<file path="src/rtl/link_tx_pkg.sv">
package link_tx_pkg;

    localparam int TXN_W       = 104;
    localparam int NSRC        = 3;
    localparam int BYTE_W      = 8;
    localparam int WORD_W      = 32;
    localparam int WORD_BYTES  = WORD_W / BYTE_W;
    localparam int SHORT_BYTES = 1 + 2 * WORD_BYTES;
    localparam int MAX_BYTES   = 1 + 3 * WORD_BYTES;
    localparam int SYNC_STAGES = 2;

    // Source index doubles as priority: lower index wins.
    localparam int SRC_RR = 0;
    localparam int SRC_WR = 1;
    localparam int SRC_RQ = 2;

    localparam logic [1:0] DM_64 = 2'b11;

    typedef struct packed {
        logic [WORD_W-1:0] srcaddr;
        logic [WORD_W-1:0] data;
        logic [WORD_W-1:0] dstaddr;
        logic [3:0]        ctrlmode;
        logic [1:0]        datamode;
        logic              write;
        logic              access;
    } txn_t;

    typedef enum logic [1:0] {
        ST_IDLE = 2'd0,
        ST_HEAD = 2'd1,
        ST_BODY = 2'd2
    } ser_state_e;

endpackage

</file>
<file path="src/rtl/link_tx_sync.sv">
module link_tx_sync #(
    parameter int WIDTH  = 2,
    parameter int STAGES = 2
) (
    input  logic             clk,
    input  logic             rst_n,
    input  logic [WIDTH-1:0] async_in,
    output logic [WIDTH-1:0] sync_out
);

    logic [WIDTH-1:0] chain [STAGES];

    always_ff @(posedge clk or negedge rst_n) begin
        if (!rst_n) chain[0] <= '0;
        else        chain[0] <= async_in;
    end

    generate
        for (genvar s = 1; s < STAGES; s++) begin : g_stage
            always_ff @(posedge clk or negedge rst_n) begin
                if (!rst_n) chain[s] <= '0;
                else        chain[s] <= chain[s-1];
            end
        end
    endgenerate

    assign sync_out = chain[STAGES-1];

endmodule

</file>
<file path="src/rtl/link_tx_arb.sv">
module link_tx_arb #(
    parameter int NSRC = 3
) (
    input  logic [NSRC-1:0] req,
    input  logic [NSRC-1:0] blocked,
    output logic [NSRC-1:0] grant
);

    logic [NSRC-1:0] eligible;
    logic [NSRC:0]   taken;

    assign eligible = req & ~blocked;
    assign taken[0] = 1'b0;

    generate
        for (genvar i = 0; i < NSRC; i++) begin : g_prio
            assign grant[i]   = eligible[i] & ~taken[i];
            assign taken[i+1] = taken[i] | eligible[i];
        end
    endgenerate

endmodule

</file>
<file path="src/rtl/link_tx_ser.sv">
module link_tx_ser
    import link_tx_pkg::*;
(
    input  logic              clk,
    input  logic              rst_n,
    input  logic              load,
    input  txn_t              load_txn,
    output logic              idle,
    output logic              frame,
    output logic [BYTE_W-1:0] byte_out
);

    localparam int IDX_W = $clog2(MAX_BYTES);
    localparam logic [IDX_W-1:0] LAST_SHORT = IDX_W'(SHORT_BYTES - 1);
    localparam logic [IDX_W-1:0] LAST_LONG  = IDX_W'(MAX_BYTES - 1);

    ser_state_e        state, state_nx;
    logic [IDX_W-1:0]  idx;
    txn_t              cur;
    logic              is_long;
    logic [IDX_W-1:0]  last_idx;
    logic [WORD_W-1:0] mid_word;
    logic [BYTE_W-1:0] pkt_bytes [MAX_BYTES];

    assign is_long  = cur.write && (cur.datamode == DM_64);
    assign last_idx = is_long ? LAST_LONG : LAST_SHORT;
    assign mid_word = cur.write ? cur.data : cur.srcaddr;

    // Next-state logic
    always_comb begin
        state_nx = state;
        unique case (state)
            ST_IDLE: if (load) state_nx = ST_HEAD;
            ST_HEAD: state_nx = ST_BODY;
            ST_BODY: if (idx == last_idx) state_nx = ST_IDLE;
            default: state_nx = ST_IDLE;
        endcase
    end

    // State register and packet holding registers
    always_ff @(posedge clk or negedge rst_n) begin
        if (!rst_n) begin
            state <= ST_IDLE;
            idx   <= '0;
            cur   <= '0;
        end else begin
            state <= state_nx;
            unique case (state)
                ST_IDLE: begin
                    idx <= '0;
                    if (load) cur <= load_txn;
                end
                ST_HEAD: idx <= IDX_W'(1);
                ST_BODY: idx <= (idx == last_idx) ? '0 : idx + IDX_W'(1);
                default: idx <= '0;
            endcase
        end
    end

    // Byte layout of the packet
    always_comb begin
        pkt_bytes[0] = {cur.ctrlmode, cur.datamode, cur.write, is_long};
        for (int k = 0; k < WORD_BYTES; k++) begin
            pkt_bytes[1 + k]                = cur.dstaddr[BYTE_W*(WORD_BYTES-1-k) +: BYTE_W];
            pkt_bytes[1 + WORD_BYTES + k]   = mid_word[BYTE_W*(WORD_BYTES-1-k) +: BYTE_W];
            pkt_bytes[1 + 2*WORD_BYTES + k] = cur.srcaddr[BYTE_W*(WORD_BYTES-1-k) +: BYTE_W];
        end
    end

    // Outputs
    always_comb begin
        idle     = 1'b0;
        frame    = 1'b0;
        byte_out = '0;
        unique case (state)
            ST_IDLE: idle = 1'b1;
            ST_HEAD: begin
                frame    = 1'b1;
                byte_out = pkt_bytes[0];
            end
            ST_BODY: begin
                frame    = 1'b1;
                byte_out = pkt_bytes[idx];
            end
            default: idle = 1'b1;
        endcase
    end

    AST_HEAD_THEN_BODY: assert property (@(posedge clk) disable iff (!rst_n)
        (state == ST_HEAD) |=> (state == ST_BODY));
    AST_BODY_RUNS_TO_LAST: assert property (@(posedge clk) disable iff (!rst_n)
        (state == ST_BODY && idx != last_idx) |=> (frame && idx == $past(idx) + IDX_W'(1)));
    AST_GAP_AFTER_LAST: assert property (@(posedge clk) disable iff (!rst_n)
        (state == ST_BODY && idx == last_idx) |=> !frame);
    AST_LOAD_WHEN_IDLE: assert property (@(posedge clk) disable iff (!rst_n)
        load |-> !frame);

endmodule

</file>
<file path="src/rtl/link_tx.sv">
module link_tx
    import link_tx_pkg::*;
(
    input  logic              clk,
    input  logic              rst_n,
    input  logic              rr_valid,
    output logic              rr_ready,
    input  logic [TXN_W-1:0]  rr_txn,
    input  logic              wr_valid,
    output logic              wr_ready,
    input  logic [TXN_W-1:0]  wr_txn,
    input  logic              rq_valid,
    output logic              rq_ready,
    input  logic [TXN_W-1:0]  rq_txn,
    input  logic              rd_wait_async,
    input  logic              wr_wait_async,
    output logic              link_frame,
    output logic [BYTE_W-1:0] link_byte
);

    logic [1:0]       wait_sync;
    logic             rd_wait_s, wr_wait_s;
    logic [NSRC-1:0]  req, blocked, grant, ready_vec;
    logic [TXN_W-1:0] src_txn [NSRC];
    txn_t             sel_txn;
    logic             ser_idle, load;

    link_tx_sync #(.WIDTH(2), .STAGES(SYNC_STAGES)) u_sync (
        .clk      (clk),
        .rst_n    (rst_n),
        .async_in ({wr_wait_async, rd_wait_async}),
        .sync_out (wait_sync)
    );

    assign rd_wait_s = wait_sync[0];
    assign wr_wait_s = wait_sync[1];

    // Read responses travel as writes on the link, so write wait holds them too.
    always_comb begin
        req             = '0;
        blocked         = '0;
        req[SRC_RR]     = rr_valid;
        req[SRC_WR]     = wr_valid;
        req[SRC_RQ]     = rq_valid;
        blocked[SRC_RR] = wr_wait_s;
        blocked[SRC_WR] = wr_wait_s;
        blocked[SRC_RQ] = rd_wait_s;
    end

    assign src_txn[SRC_RR] = rr_txn;
    assign src_txn[SRC_WR] = wr_txn;
    assign src_txn[SRC_RQ] = rq_txn;

    link_tx_arb #(.NSRC(NSRC)) u_arb (
        .req     (req),
        .blocked (blocked),
        .grant   (grant)
    );

    assign ready_vec = grant & {NSRC{ser_idle}};
    assign load      = |ready_vec;
    assign rr_ready  = ready_vec[SRC_RR];
    assign wr_ready  = ready_vec[SRC_WR];
    assign rq_ready  = ready_vec[SRC_RQ];

    always_comb begin
        sel_txn = '0;
        for (int i = 0; i < NSRC; i++)
            if (grant[i]) sel_txn = txn_t'(src_txn[i]);
    end

    link_tx_ser u_ser (
        .clk      (clk),
        .rst_n    (rst_n),
        .load     (load),
        .load_txn (sel_txn),
        .idle     (ser_idle),
        .frame    (link_frame),
        .byte_out (link_byte)
    );

    AST_ONE_READY: assert property (@(posedge clk) disable iff (!rst_n)
        $onehot0({rr_ready, wr_ready, rq_ready}));
    AST_RD_WAIT_HOLDS: assert property (@(posedge clk) disable iff (!rst_n)
        rq_ready |-> !rd_wait_s);
    AST_WR_WAIT_HOLDS: assert property (@(posedge clk) disable iff (!rst_n)
        (wr_ready || rr_ready) |-> !wr_wait_s);
    AST_RR_FIRST: assert property (@(posedge clk) disable iff (!rst_n)
        (rr_valid && !wr_wait_s && !link_frame) |-> rr_ready);
    AST_SKIP_BLOCKED: assert property (@(posedge clk) disable iff (!rst_n)
        (rq_valid && !rd_wait_s && !link_frame && !rr_valid && !wr_valid) |-> rq_ready);
    AST_BYTE0_NEXT: assert property (@(posedge clk) disable iff (!rst_n)
        (rr_ready || wr_ready || rq_ready) |=> $rose(link_frame));

endmodule

</file>
<file path="config.mk">
export PLATFORM = sky130hd
export DESIGN_NAME = link_tx
export DESIGN_NICKNAME = d
export VERILOG_FILES = /design/src/rtl/link_tx_pkg.sv /design/src/rtl/link_tx_sync.sv /design/src/rtl/link_tx_arb.sv /design/src/rtl/link_tx_ser.sv /design/src/rtl/link_tx.sv
export SDC_FILE = /design/constraint.sdc
export NUM_CORES = 1
export LEC_CHECK = 0
export ABC_AREA = 0
export ABC_CLOCK_PERIOD_IN_PS = 4700
export BUFFER_PORTS_ARGS = -buffer_cell sky130_fd_sc_hd__buf_2
export CAP_MARGIN = 20
export CELL_PAD_IN_SITES_DETAIL_PLACEMENT = 1
export CELL_PAD_IN_SITES_GLOBAL_PLACEMENT = 1
export CORE_MARGIN = 4
export CORE_UTILIZATION = 37
export CTS_BUF_LIST = sky130_fd_sc_hd__clkbuf_4 sky130_fd_sc_hd__clkbuf_8
export CTS_CLUSTER_SIZE = 24
export DETAILED_ROUTE_END_ITERATION = 6
export HOLD_SLACK_MARGIN = 0.03
export PLACE_DENSITY = 0.95
export SYNTH_ARGS = -nofsm -noshare
export SYNTH_HDL_FRONTEND = slang
export SYNTH_SLANG_ARGS = --single-unit
</file>
<file path="constraint.sdc">
create_clock -name clk -period 4.7 [get_ports clk]
set_clock_uncertainty 0.15 [all_clocks]
set_input_delay 0.235 -clock clk [delete_from_list [all_inputs] [get_ports clk]]
set_output_delay 0.235 -clock clk [all_outputs]
set_load 0.05 [all_outputs]
</file>
# == Word-level counts from Yosys, hierarchy flattened ==
# Index checks and enable logic that the tools add are counted.
# totals
wordCells,49
register_bits,113
inputBits,319
out_inout_bits,12
# op_classes
addsub,1
n_bitwise,9
eq_ne,6
n_lt_le_gt_ge,1
n_reduce_logical,6
muxes,16
# ops
operator,n
two-way mux 104 bit,3
binary-select mux 8 bit (select 4 bit),1
two-way mux 32 bit,1
two-way mux 8 bit,2
case mux 8 bit (2 select lines),1
case mux 4 bit (2 select lines),1
AND 3 bit,2
case mux 2 bit (3 select lines),1
greater-or-equal comparator 5 bit (second input constant),1
inverter 4 -> 5 bit,1
adder 4 x 1 -> 4 bit (second input constant),1
equality test 2 bit (second input constant),2
equality test 4 bit,1
two-way mux 2 bit,2
two-way mux 4 bit,1
AND reduction 2 bit,2
two-way mux 3 bit,1
inverter 3 bit,1
OR reduction 3 bit,1
AND 1 bit,2
equality test 2 x 1 -> 1 bit (second input constant),1
logical NOT 2 bit,1
two-way mux 1 bit,2
!= test 2 x 1 -> 1 bit (second input constant),1
5 further kinds,6

# == Longest topological paths before layout ==
# logic_depth
word_depth,9
depth_mapped,9
ltp_nobuf,7

# == Cells and area by module ==
# From an unflattened synthesis, not the netlist that was laid out.
# hier_totals
cells_unflattened,889
hier_area_um2,9339.0
# by_module_without_submodules
module,area_per_inst_um2,seq_area_each_um2,cells_each,instances
link_tx_ser,5413.9,2727.6,401,1
link_tx,3766.1,0.0,478,1
link_tx_sync,115.1,100.1,6,1
link_tx_arb,43.8,0.0,4,1

# == Worst setup path before layout ==
# No wires, ideal clock.
# synth_timing
kind,reg-to-output
start,reg u_ser.state[0]
end,out link_byte[2]
n_path_buf,1
setup_slack_ns,1.386
stages_incl_launch_ff,9
arrival_ns,2.929
cell_sequence,dfrtp_1 > inv_1 > ha_1 > and2_1 > buf_2 > nand2_1 > nand2_1 > a21oi_1 > a221oi_1
# synth_between
elab_chain_cells,2
word_cells_on_any_way,3
cone_classes,eq/ne (2); mux (1)
# synth_rtl
element,line_no,rtl
"start, declared",link_tx_ser.sv:17,"ser_state_e state, state_nx;"
"start signal, assigned",link_tx_ser.sv:47,state <= state_nx;
equality test 2 bit / equality test 2 x 1 -> 1 bit (equally long branches),link_tx_ser.sv:75,unique case (state)
case mux 8 bit (2 select lines) *,link_tx_ser.sv:75,
"end, declared",link_tx.sv:18,output logic [BYTE_W-1:0] link_byte
# Every way passes the cells marked *; elsewhere a longest branch is shown, timed or not.

# == Final worst setup path ==
# layout_timing
start,reg u_ser.cur[1] (netlist bit)
end,out link_byte[0]
# layout_between
elab_chain_cells,5
word_cells_on_any_way,6
cone_classes,mux (5); reduce/logical (1)
# layout_rtl
element,line_no,rtl
"start, declared",link_tx_ser.sv:19,txn_t cur;
"start signal, assigned",link_tx_ser.sv:51,if (load) cur <= load_txn;
two-way mux 32 bit / logical AND 1 bit (equally long branches),"link_tx_ser.sv:27, link_tx_ser.sv:25",
binary-select mux 8 bit (select 4 bit),link_tx_ser.sv:83,byte_out = pkt_bytes[idx];
two-way mux 8 bit (implied by the code) (2 in a row),link_tx_ser.sv:83,
case mux 8 bit (2 select lines) *,link_tx_ser.sv:75,
# Every way passes the cells marked *; elsewhere a longest branch is shown, timed or not. The select of a mux whose other input is x is not followed.

==> flow_summary.json <==
{
  "cts.hold.buffers_added": 206,
  "setup_viol": 0,
  "fill_cells": 2005,
  "dieWidth_um": 141.5,
  "num_rows": 48,
  "cts_buffers": 17,
  "drt_iter0_markers": 1309,
  "path_delay_family": "compound AO/OA/AOI/OAI gates",
  "clkTransAtPathRegs_ns": 0.08,
  "whs_ns": 0.1814,
  "irDropWorstVdd_v": 0.0004256,
  "drive_gt1_share_pct": 31.52,
  "clk_latency_ns": 0.48,
  "post_cts.repair.setup_buffers": 0,
  "root_buffer": "clkbuf_8",
  "synth_top_area_share_pct": 42.88,
  "status": "finished, violations left",
  "synth.distinct_cells": 42,
  "final_cell_count_no_fill": 1439,
  "cts_max_level": 4,
  "dieHeight_um": 141.5,
  "vias": 8883,
  "cts_tree": "yes",
  "crit_buf_inv": 2,
  "r2r-end": "u_ser.cur[8]",
  "ant_nets": 0,
  "reg2reg_from": "u_sync.sync_out[1]",
  "worstRegToRegCells": 6,
  "fin_tns_setup_ns": 0,
  "finalHoldViolations": 0,
  "final_cell_mix": "326 x buf_2, 209 x dlygate4sd3_1, 120 x a21oi_1, 117 x nor2_1, 112 x dfrtp_1",
  "seq_area_frac_synth_pct": 42.88,
  "antenna_found_initial": 2,
  "cts_buffer_depth": 2,
  "fin_ws_ns": 1.094,
  "dp_slack_ns": 1.814,
  "maxCapViolCount": 0,
  "fin_nets": 1525,
  "critPathLaunchType": "flip-flop",
  "synth_ff_type": "dfrtp_1",
  "grt_usage_pct": 35.09,
  "rrSetupSlack_ns": 1.60,
  "gr-total-overflow": 0,
  "rsz0062_at_grt": "false",
  "synth_edf_count": 0,
  "numClockSinks": 113,
  "die_area_um2": 20020,
  "worstPathMaxFanout": 31,
  "critical_path_class": "reg -> out",
  "wl_per_cell_um": 25.31,
  "synth_area_um2": 6594,
  "slew_headroom_pct": 41.84,
  "hold_path.class": "in -> reg",
  "core_area_um2": 17360,
  "yosys_warnings": 0,
  "place_inst": 1196,
  "crit_arrival_ns": 3.22,
  "io_buffers": 327,
  "io_pins": 331,
  "grt_pass1_wl_um": 54140,
  "drt_wl_total_um": 36420,
  "drtPass1Iterations": 7,
  "via_per_inst": 6.173,
  "area_delta_synth_final_pct": 63.68,
  "fin_crit_ns": 3.606,
  "worstMarginPinSlew_ns": 0.8724,
  "syn_nets": 1034,
  "cts-resized-gates": 0,
  "grt_pass1_vias": 9633,
  "leakage_nw": 4.672,
  "gp_congestion": 0.9653,
  "grt_max_degree": 117,
  "fin_crit_sh_pct": 76.72,
  "dp_hpwl_um": 19680,
  "final_common_cell": "buf_2",
  "synth_async_sr_flop_share_pct": 100.0,
  "drcViolationCount": 15,
  "powerDensity_nw_per_um2": 504.7,
  "slew_viol_final": 0,
  "max_clock_freq_mhz": 277.3,
  "failed_checks": "DRC",
  "whs_path_depth": 3,
  "synth-seq-cells": 113,
  "worstPathRequired_ns": 4.32,
  "max_stage_delay_ns": 0.57,
  "netlist_instances": 709,
  "avgSynthCellArea_um2": 9.300,
  "synthTopCellsByArea": "dfrtp_1 43%, a222oi_1 16%, a21oi_1 9.1%, nor2_1 6.7%, mux2i_1 6.4%",
  "whs_endpoint": "u_ser.cur[51]",
  "yosysTopAreaCell": "dfrtp_1",
  "min-delay-start": "wr_txn[51]",
  "initial_core_util_pct": 37.99,
  "cp_slowest_cell": "nor2b_1",
  "end_kind": "output port",
  "worstPathCellList": "buf_4, nor2b_1, a221oi_1, a2111oi_0, o32ai_1, o21ai_1, buf_2"
}
area by class of cell:
cell class	instances	area [um^2]	area share, %
clock buffer	20	269.0	2.492
multi-input combinational	513	3387	31.38
clock inverter	11	137.6	1.275
timing repair buffer	549	3861	35.78
inverter	6	22.52	0.2087
sequential	113	2829	26.21
antenna	2	5.005	0.04637
tap	225	281.5	2.608
registers in the layout, summed over array words and instances (netlist names):
name,flops
u_ser.cur,103
u_ser.idx,4
u_ser.state,2
u_sync.chain,2
u_sync.sync_out,2
Yosys cell counts, types with 2 or more instances:
library cell	instances
and2_1	4
inv_2	2
nand3_1	3
o22ai_1	6
ha_1	6
buf_2	34
nor3_1	8
buf_4	11
nand2_1	40
nand2b_1	2
mux2i_1	42
nor2b_1	7
xnor2_1	2
a221oi_1	13
mux4_2	2
a211oi_1	8
a22oi_1	6
o21ai_0	2
a31oi_1	3
inv_1	4
dfrtp_1	113
clkbuf_1	31
and3_1	2
a222oi_1	103
nor2_1	117
o21ai_1	3
a21oi_1	120
power breakdown:
| part | leakage, nW | switching, mW | internal, mW |
|---|---|---|---|
| logic | 3.14 | 1.52 | 0.966 |
| registers | 1.32 | 0.504 | 1.47 |
| clock network | 0.215 | 0.445 | 0.551 |
| total | 4.67 | 2.46 | 2.98 |
logic make-up after synthesis:
family                   Yosys count  synth area share (%)
multiplexers                      45                 7.229
AND/OR/NAND/NOR                  186                 11.59
adder cells (fa/ha/maj)            6                 1.138
buffers and inverters             83                 6.110
XOR/XNOR                           3                0.3986
flip-flops                       113                 42.88
AO/OA/AOI/OAI                    273                 30.65
routing by layer:
metal / GRT usage (%) / up-vias / wire length, um
met1: 37.44 / 4345 / 12480
li1: - / 3788 / -
met2: 62.63 / 578 / 18920
met5: 0 / - / 0
met4: 20.51 / 0 / 2309
met3: 8.864 / 172 / 2712
worst max path at each step:
stage | startpoint | to | cells past startpoint
2_1_floorplan | u_ser.state[0] | link_byte[2] | 8
3_3_place_gp | u_ser.cur[1] | link_byte[0] | 7
3_5_place_dp | u_ser.cur[1] | link_byte[0] | 7
4_1_cts | u_ser.cur[1] | link_byte[0] | 7
5_1_grt | u_ser.cur[1] | link_byte[0] | 7
6_report | u_ser.cur[1] | link_byte[0] | 7
per-stage QoR:
stage	area [um^2]	util, %	total power [mW]
5_1_grt	10790	62.18	5.719
2_1_floorplan	6594	-	3.278
6_report	10790	62.18	5.447
4_1_cts	10730	61.82	5.126
3_3_place_gp	8262	47.60	3.854
3_5_place_dp	8262	47.60	3.966
worst min-delay path, delay by kind of cell:
kind	cells	cell delay, ns
AO/OA/AOI/OAI	2	0.42
buffers and inverters	1	0.08
Power figures use the tool's default switching activity.
